File: src/rtl/clk_ctl_pkg.sv
package clk_ctl_pkg;
  localparam int REG_W = 16;
  localparam int MOD_W = 6;
  localparam logic [MOD_W-1:0] MOD_RESET = '1;

  typedef struct packed {
    logic             vmul;
    logic             pre2;
    logic [MOD_W-1:0] modulus;
    logic             erate;
    logic             loss_rst;
    logic             stop_src;
    logic             stop_out;
  } ctl_fields_t;
endpackage

File: src/rtl/clk_ctl_regs.sv
module clk_ctl_regs
  import clk_ctl_pkg::*;
(
  input  logic             clk,
  input  logic             rst,
  input  logic             bus_sel,
  input  logic             bus_wr,
  input  logic             bus_super,
  input  logic [REG_W-1:0] bus_wdata,
  input  logic             st_limp,
  input  logic             st_lock,
  output ctl_fields_t      fields,
  output logic [REG_W-1:0] bus_rdata,
  output logic             loop_change,
  output logic             written_once
);
  logic wr_ok, rd_ok;
  assign wr_ok = bus_sel & bus_wr & bus_super;
  assign rd_ok = bus_sel & ~bus_wr & bus_super;
  assign loop_change = wr_ok &
    ((bus_wdata[15] != fields.vmul) || (bus_wdata[13:8] != fields.modulus));

  always_ff @(posedge clk) begin
    if (rst) begin
      fields       <= '{vmul: 1'b0, pre2: 1'b0, modulus: MOD_RESET,
                        erate: 1'b0, loss_rst: 1'b0, stop_src: 1'b0, stop_out: 1'b0};
      written_once <= 1'b0;
    end else if (wr_ok) begin
      fields.vmul     <= bus_wdata[15];
      fields.pre2     <= bus_wdata[14];
      fields.modulus  <= bus_wdata[13:8];
      fields.erate    <= bus_wdata[7];
      fields.loss_rst <= bus_wdata[2];
      fields.stop_src <= bus_wdata[1];
      fields.stop_out <= bus_wdata[0];
      written_once    <= 1'b1;
    end
  end

  always_ff @(posedge clk) begin
    if (rst)
      bus_rdata <= '0;
    else if (rd_ok)
      bus_rdata <= {fields.vmul, fields.pre2, fields.modulus, fields.erate,
                    2'b00, st_limp, st_lock, fields.loss_rst,
                    fields.stop_src, fields.stop_out};
    else
      bus_rdata <= '0;
  end

  // a write without privilege leaves the fields untouched
  a_r4_user_write_ignored: assert property (@(posedge clk) disable iff (rst)
    (bus_sel && bus_wr && !bus_super) |=> $stable(fields));
  // a read without privilege returns zero
  a_r4_user_read_zero: assert property (@(posedge clk) disable iff (rst)
    (bus_sel && !bus_wr && !bus_super) |=> (bus_rdata == '0));
  // lock flag never reads 1 before the first write
  a_r6_lock_hidden: assert property (@(posedge clk) disable iff (rst)
    !written_once |-> !st_lock);
endmodule

File: src/rtl/clk_ctl_lock.sv
module clk_ctl_lock #(
  parameter int RELOCK_CYCLES = 16,
  localparam int RW = $clog2(RELOCK_CYCLES + 1)
) (
  input  logic clk,
  input  logic rst,
  input  logic loop_change,
  input  logic written_once,
  input  logic vco_locked,
  input  logic ref_ok,
  input  logic loss_rst,
  output logic st_lock,
  output logic st_limp,
  output logic sys_rst_out
);
  localparam logic [RW-1:0] RELOAD = RW'(RELOCK_CYCLES);
  logic [RW-1:0] wait_cnt;
  logic          booted;

  always_ff @(posedge clk) begin
    if (rst)
      wait_cnt <= '0;
    else if (loop_change)
      wait_cnt <= RELOAD;
    else if (wait_cnt != '0)
      wait_cnt <= wait_cnt - 1'b1;
  end

  assign st_lock = written_once & vco_locked & (wait_cnt == '0);

  always_ff @(posedge clk) begin
    if (rst) begin
      booted      <= 1'b0;
      sys_rst_out <= 1'b1;
      st_limp     <= 1'b0;
    end else begin
      booted      <= booted | vco_locked;
      sys_rst_out <= ~(booted | vco_locked) | (~ref_ok & loss_rst);
      st_limp     <= ~ref_ok & ~loss_rst;
    end
  end

  // a loop-changing write always opens the relock wait
  a_r7_relock_opens: assert property (@(posedge clk) disable iff (rst)
    loop_change |=> !st_lock);
  // limp only arises when loss action selects limp
  a_r9_limp_cause: assert property (@(posedge clk) disable iff (rst)
    $rose(st_limp) |-> ($past(!loss_rst) && $past(!ref_ok)));
  // loss with reset action forces reset
  a_r10_loss_reset: assert property (@(posedge clk) disable iff (rst)
    (!ref_ok && loss_rst) |=> sys_rst_out);
endmodule

File: src/rtl/clk_ctl_ediv.sv
module clk_ctl_ediv #(
  parameter int ECLK_FAST_DIV = 8,
  parameter int ECLK_SLOW_DIV = 16,
  localparam int CW = $clog2(ECLK_SLOW_DIV / 2)
) (
  input  logic clk,
  input  logic rst,
  input  logic slow,
  output logic eclk
);
  localparam logic [CW-1:0] FAST_LAST = CW'(ECLK_FAST_DIV / 2 - 1);
  localparam logic [CW-1:0] SLOW_LAST = CW'(ECLK_SLOW_DIV / 2 - 1);
  logic [CW-1:0] cnt;
  logic [CW-1:0] last;
  assign last = slow ? SLOW_LAST : FAST_LAST;

  always_ff @(posedge clk) begin
    if (rst) begin
      cnt  <= '0;
      eclk <= 1'b0;
    end else if (cnt >= last) begin
      cnt  <= '0;
      eclk <= ~eclk;
    end else begin
      cnt <= cnt + 1'b1;
    end
  end

  // each phase lasts at least two cycles
  a_r5_phase_min: assert property (@(posedge clk) disable iff (rst)
    $rose(eclk) |=> eclk);
endmodule

File: src/rtl/clk_ctl_stop.sv
module clk_ctl_stop (
  input  logic clk,
  input  logic rst,
  input  logic stop_req,
  input  logic stop_src,
  input  logic stop_out,
  output logic int_clk_sel,
  output logic vco_enable,
  output logic clkout_en
);
  logic xtal_mode;
  assign xtal_mode = stop_req & ~stop_src;

  always_ff @(posedge clk) begin
    if (rst) begin
      int_clk_sel <= 1'b1;
      vco_enable  <= 1'b1;
      clkout_en   <= 1'b1;
    end else begin
      int_clk_sel <= ~xtal_mode;
      vco_enable  <= ~xtal_mode;
      clkout_en   <= ~stop_req | stop_out;
    end
  end

  // stopping onto the crystal shuts the VCO
  a_r11_vco_off: assert property (@(posedge clk) disable iff (rst)
    (stop_req && !stop_src) |=> (!vco_enable && !int_clk_sel));
  // no stop means output clock runs
  a_r12_run_clkout: assert property (@(posedge clk) disable iff (rst)
    !stop_req |=> clkout_en);
endmodule

File: src/rtl/clk_ctl_unit.sv
module clk_ctl_unit
  import clk_ctl_pkg::*;
#(
  parameter int RELOCK_CYCLES = 16,
  parameter int ECLK_FAST_DIV = 8,
  parameter int ECLK_SLOW_DIV = 16
) (
  input  logic             clk,
  input  logic             rst,
  input  logic             bus_sel,
  input  logic             bus_wr,
  input  logic             bus_super,
  input  logic [REG_W-1:0] bus_wdata,
  output logic [REG_W-1:0] bus_rdata,
  input  logic             vco_locked,
  input  logic             ref_ok,
  input  logic             stop_req,
  output logic             sys_rst_out,
  output logic             limp,
  output logic             eclk,
  output logic             int_clk_sel,
  output logic             vco_enable,
  output logic             clkout_en,
  output logic             freq_w,
  output logic             freq_x,
  output logic [MOD_W-1:0] freq_y
);
  ctl_fields_t f;
  logic loop_change, written_once, st_lock;

  clk_ctl_regs u_regs (
    .clk(clk), .rst(rst), .bus_sel(bus_sel), .bus_wr(bus_wr),
    .bus_super(bus_super), .bus_wdata(bus_wdata),
    .st_limp(limp), .st_lock(st_lock), .fields(f), .bus_rdata(bus_rdata),
    .loop_change(loop_change), .written_once(written_once)
  );

  clk_ctl_lock #(.RELOCK_CYCLES(RELOCK_CYCLES)) u_lock (
    .clk(clk), .rst(rst), .loop_change(loop_change),
    .written_once(written_once), .vco_locked(vco_locked), .ref_ok(ref_ok),
    .loss_rst(f.loss_rst), .st_lock(st_lock), .st_limp(limp),
    .sys_rst_out(sys_rst_out)
  );

  clk_ctl_ediv #(.ECLK_FAST_DIV(ECLK_FAST_DIV), .ECLK_SLOW_DIV(ECLK_SLOW_DIV)) u_ediv (
    .clk(clk), .rst(rst), .slow(f.erate), .eclk(eclk)
  );

  clk_ctl_stop u_stop (
    .clk(clk), .rst(rst), .stop_req(stop_req), .stop_src(f.stop_src),
    .stop_out(f.stop_out), .int_clk_sel(int_clk_sel),
    .vco_enable(vco_enable), .clkout_en(clkout_en)
  );

  assign freq_w = f.vmul;
  assign freq_x = f.pre2;
  assign freq_y = f.modulus;

  // reset never released while lock has not been seen since reset
  a_r8_boot_hold: assert property (@(posedge clk) disable iff (rst)
    ($fell(sys_rst_out) && !f.loss_rst) |-> ($past(vco_locked) || !$past(sys_rst_out)));
endmodule

File: config.mk
export PLATFORM = sky130hd
export DESIGN_NAME = clk_ctl_unit
export DESIGN_NICKNAME = d
export VERILOG_FILES = /design/src/rtl/clk_ctl_pkg.sv /design/src/rtl/clk_ctl_regs.sv /design/src/rtl/clk_ctl_lock.sv /design/src/rtl/clk_ctl_ediv.sv /design/src/rtl/clk_ctl_stop.sv /design/src/rtl/clk_ctl_unit.sv
export SDC_FILE = /design/constraint.sdc
export NUM_CORES = 1
export LEC_CHECK = 0
export BUFFER_PORTS_ARGS = -buffer_cell sky130_fd_sc_hd__buf_4
export CORE_MARGIN = 2
export CORE_UTILIZATION = 51
export CTS_CLUSTER_SIZE = 14
export DETAILED_ROUTE_END_ITERATION = 8
export HOLD_SLACK_MARGIN = 0.06
export PLACE_DENSITY = 0.82
export SYNTH_ARGS = -nofsm -noshare
export SYNTH_HDL_FRONTEND = slang
export SYNTH_SLANG_ARGS = --single-unit
File: constraint.sdc
create_clock -name clk -period 2.2 [get_ports clk]
set_input_delay 0.11 -clock clk [delete_from_list [all_inputs] [get_ports clk]]
set_output_delay 0.11 -clock clk [all_outputs]
set_load 0.005 [all_outputs]
==> results.json <==
{
  "grt_setup_unrepaired": "no",
  "swShare": 0.280,
  "rows": 19,
  "worstSkewPairLatency_ns": 0.35,
  "tritoncts": "yes",
  "combPwrFrac": 0.238,
  "grt_pass1_vias": 1306,
  "drive_gt1_frac": 0.284,
  "first_iter_violations": 26,
  "antenna_found_initial": 0,
  "setup_violations": 0,
  "crit_type": "flop to flop",
  "critPathMaxFanout": 6,
  "status": "completed",
  "crit_required_ns": 2.48,
  "min_period_over_period": 0.688,
  "post_cts_resized": 0,
  "holdCritPathClass": "input pin to flop",
  "syn_area_um2": 1480,
  "slew_headroom": 0.613,
  "p_sw_w": 0.000474,
  "intPower_w": 0.00122,
  "final_area_um2": 2110,
  "antenna-diode-count": 0,
  "cp_cell_sequence": "inv_1, ha_1, or3b_4, nor2_4, nor2b_1, a211oi_2",
  "ant_nets": 0,
  "start_util": 0.537,
  "h-tree-depth": 2,
  "path_delay_family": "simple AND/OR/NAND/NOR gates",
  "critPathSlowestCell": "or3b_4",
  "finalHoldViolCount": 0,
  "finalNetCount": 248,
  "area_delta_synth_final_pct": 42.3,
  "synth_edf_count": 0,
  "overflow": 0,
  "avgSynthCellArea_um2": 9.61,
  "synth.distinct_cells": 30,
  "synth_top_cell_by_area": "dfxtp_1",
  "die_w_um": 57.9,
  "ctsLongestPathBuffers": 2,
  "p_seq_frac": 0.511,
  "yosysSeqAreaShare": 0.555,
  "clkPwrFrac": 0.251,
  "yosysWarnings": 0,
  "vias": 1275,
  "critPathLaunchType": "flop",
  "tightestPinTransition_ns": 0.578,
  "avgViaCountPerCell": 5.04,
  "r2r_slack_ns": 0.69,
  "hold_ws_ns": 0.0672,
  "gp_congestion": 0.722,
  "grt_pass1_wl_um": 5510,
  "drc": 0,
  "syn_inst": 154,
  "cts_sinks": 41,
  "cp-end-kind": "flop",
  "drv_cap": 0,
  "cts_root_buf": "clkbuf_4",
  "netlist_top_cells_count": "dfxtp_1, nand2_1, and2_1",
  "drv_slew": 0,
  "synth_top_area_frac": 0.555,
  "async_reset_ff_frac": 0,
  "portBuffers": 47,
  "crit_path_max_incr_delay_ns": 0.41,
  "dp_hpwl_um": 2180,
  "die-area_um2": 3350,
  "cp.arrival_ns": 1.79,
  "cts_buffers": 5,
  "fin_crit_ns": 1.51,
  "dr.pass1.iters": 4,
  "core_um2": 2760,
  "synth-seq-cells": 41,
  "routed_wl_um": 3420,
  "fmax_mhz": 660,
  "die_h_um": 57.9,
  "yosysMostFrequentCell": "dfxtp_1",
  "grt_usage": 0.220,
  "ys.flop_type": "dfxtp_1",
  "finalSetupTns_ns": 0,
  "p_leak_nw": 0.953,
  "crit_buf_inv": 1,
  "yosys-top-cells-area": "dfxtp_1, nand2_1, xor2_1, and2_1, ha_1",
  "vdd_drop_max_v": 0.000734,
  "grt_max_degree": 17,
  "skew_ns": 0.00569,
  "clk_transition_reported_paths_ns": 0.11,
  "powerDensity_nw_per_um2": 803,
  "routedWlPerCell_um": 13.5,
  "ios": 54,
  "place_area_um2": 1840
}
==> layout by cell type (no fill, tap or decap) <==
cell type / synthesis / final
buf_4: 3 / 48
dfxtp_1: 41 / 41
nand2_1: 26 / 26
dlygate4sd3_1: 0 / 20
and2_1: 10 / 10
nor2_1: 8 / 8
xor2_1: 8 / 8
nand3_1: 7 / 7
a21oi_1: 7 / 7
nor3_1: 6 / 6
inv_1: 5 / 5
clkbuf_4: 0 / 5
xnor2_1: 4 / 4
nor4_1: 3 / 3
ha_1: 3 / 3
and3_1: 2 / 2
nand3b_1: 2 / 2
conb_1: 1 / 2
clkbuf_8: 0 / 2
o21ai_0: 1 / 1
nor4_2: 1 / 1
a22oi_2: 1 / 1
or3b_4: 1 / 1
nor2_4: 1 / 1
a211oi_1: 1 / 1
a31o_2: 1 / 1
a21o_1: 1 / 1
and4_1: 1 / 1
nor2b_1: 1 / 1
a211oi_2: 1 / 1
and2_2: 1 / 1
clkinv_2: 0 / 1
==> worst min-delay path, cell delays in order <==
cell	delay, ns
buf_4	0.12
nand2_1	0.09
nor4_1	0.06
==> flip-flops by register name (all words and copies together) (netlist names) <==
register / cells
u_lock.st_limp: 1
u_regs.written_once: 1
u_lock.wait_cnt: 5
u_regs.fields: 12
u_regs.bus_rdata: 14
u_stop.int_clk_sel: 1
u_stop.clkout_en: 1
u_ediv.cnt: 3
u_lock.booted: 1
u_ediv.eclk: 1
u_lock.sys_rst_out: 1
==> per-layer routing <==
layer | GRT usage | part of all wire
met5 | 0 | 0
met4 | 0.126 | 0.034
met3 | 0.0558 | 0.043
met2 | 0.399 | 0.55
met1 | 0.227 | 0.38
==> stage by stage <==
| step | cells | power [W] | setup WS, ns | util |
|---|---|---|---|---|
| after floorplan | 155 | 0.00113 | 0.821 | - |
| after global routing | 253 | 0.00179 | 0.555 | 0.764 |
| final | 253 | 0.00169 | 0.686 | 0.764 |
| after global placement | 225 | 0.00122 | 0.766 | 0.666 |
| after CTS | 253 | 0.00169 | 0.677 | 0.764 |
| after detailed placement | 225 | 0.00125 | 0.697 | 0.666 |
==> final timing paths <==
check,cells past startpoint,start,to
hold / removal,3,bus_super,u_regs.bus_rdata[7]
setup / recovery,6,u_lock.wait_cnt[0],u_lock.wait_cnt[1]
setup reg to reg,6,u_lock.wait_cnt[0],u_lock.wait_cnt[1]
hold reg to reg,2,u_regs.fields[3],u_regs.fields[3]
==> power by group through the flow <==
stage | sequential [W] | clock (W) | combinational [W]
after floorplan | 0.000874 | 0 | 0.000260
after global placement | 0.000875 | 0 | 0.000350
after detailed placement | 0.000882 | 0 | 0.000370
after CTS | 0.000864 | 0.000429 | 0.000399
after global routing | 0.000873 | 0.000458 | 0.000457
final | 0.000865 | 0.000425 | 0.000403
==> layout make-up <==
type                            count  area (um^2)
Sequential cell                    41          821
Fill cell                         190          651
Multi-Input combinational cell    100          598
Timing Repair Buffer               68          561
Clock buffer                        7         65.1
Tap cell                           31         38.8
Inverter                            5         18.8
Clock inverter                      1         5.00
==> timing repair <==
| item | CTS | global route |
|---|---|---|
| hold buffers | 20 | 0 |
| setup buffers | 0 | 0 |
| setup endpoints to repair | 0 | 0 |
| hold endpoints to repair | 21 | 0 |
==> logic make-up after synthesis <==
logic type | count (synthesis) | synth area share
DFF | 41 | 0.555
xor gates and xnor gates | 12 | 0.0710
and+or+nand+nor | 70 | 0.243
buffers and inverters | 14 | 0.0440
AOI/OAI and AO/OA | 13 | 0.0600
other | 1 | 0.00253
adders and majority gates | 3 | 0.0254
Note: power is estimated with default switching activity, not from simulation.
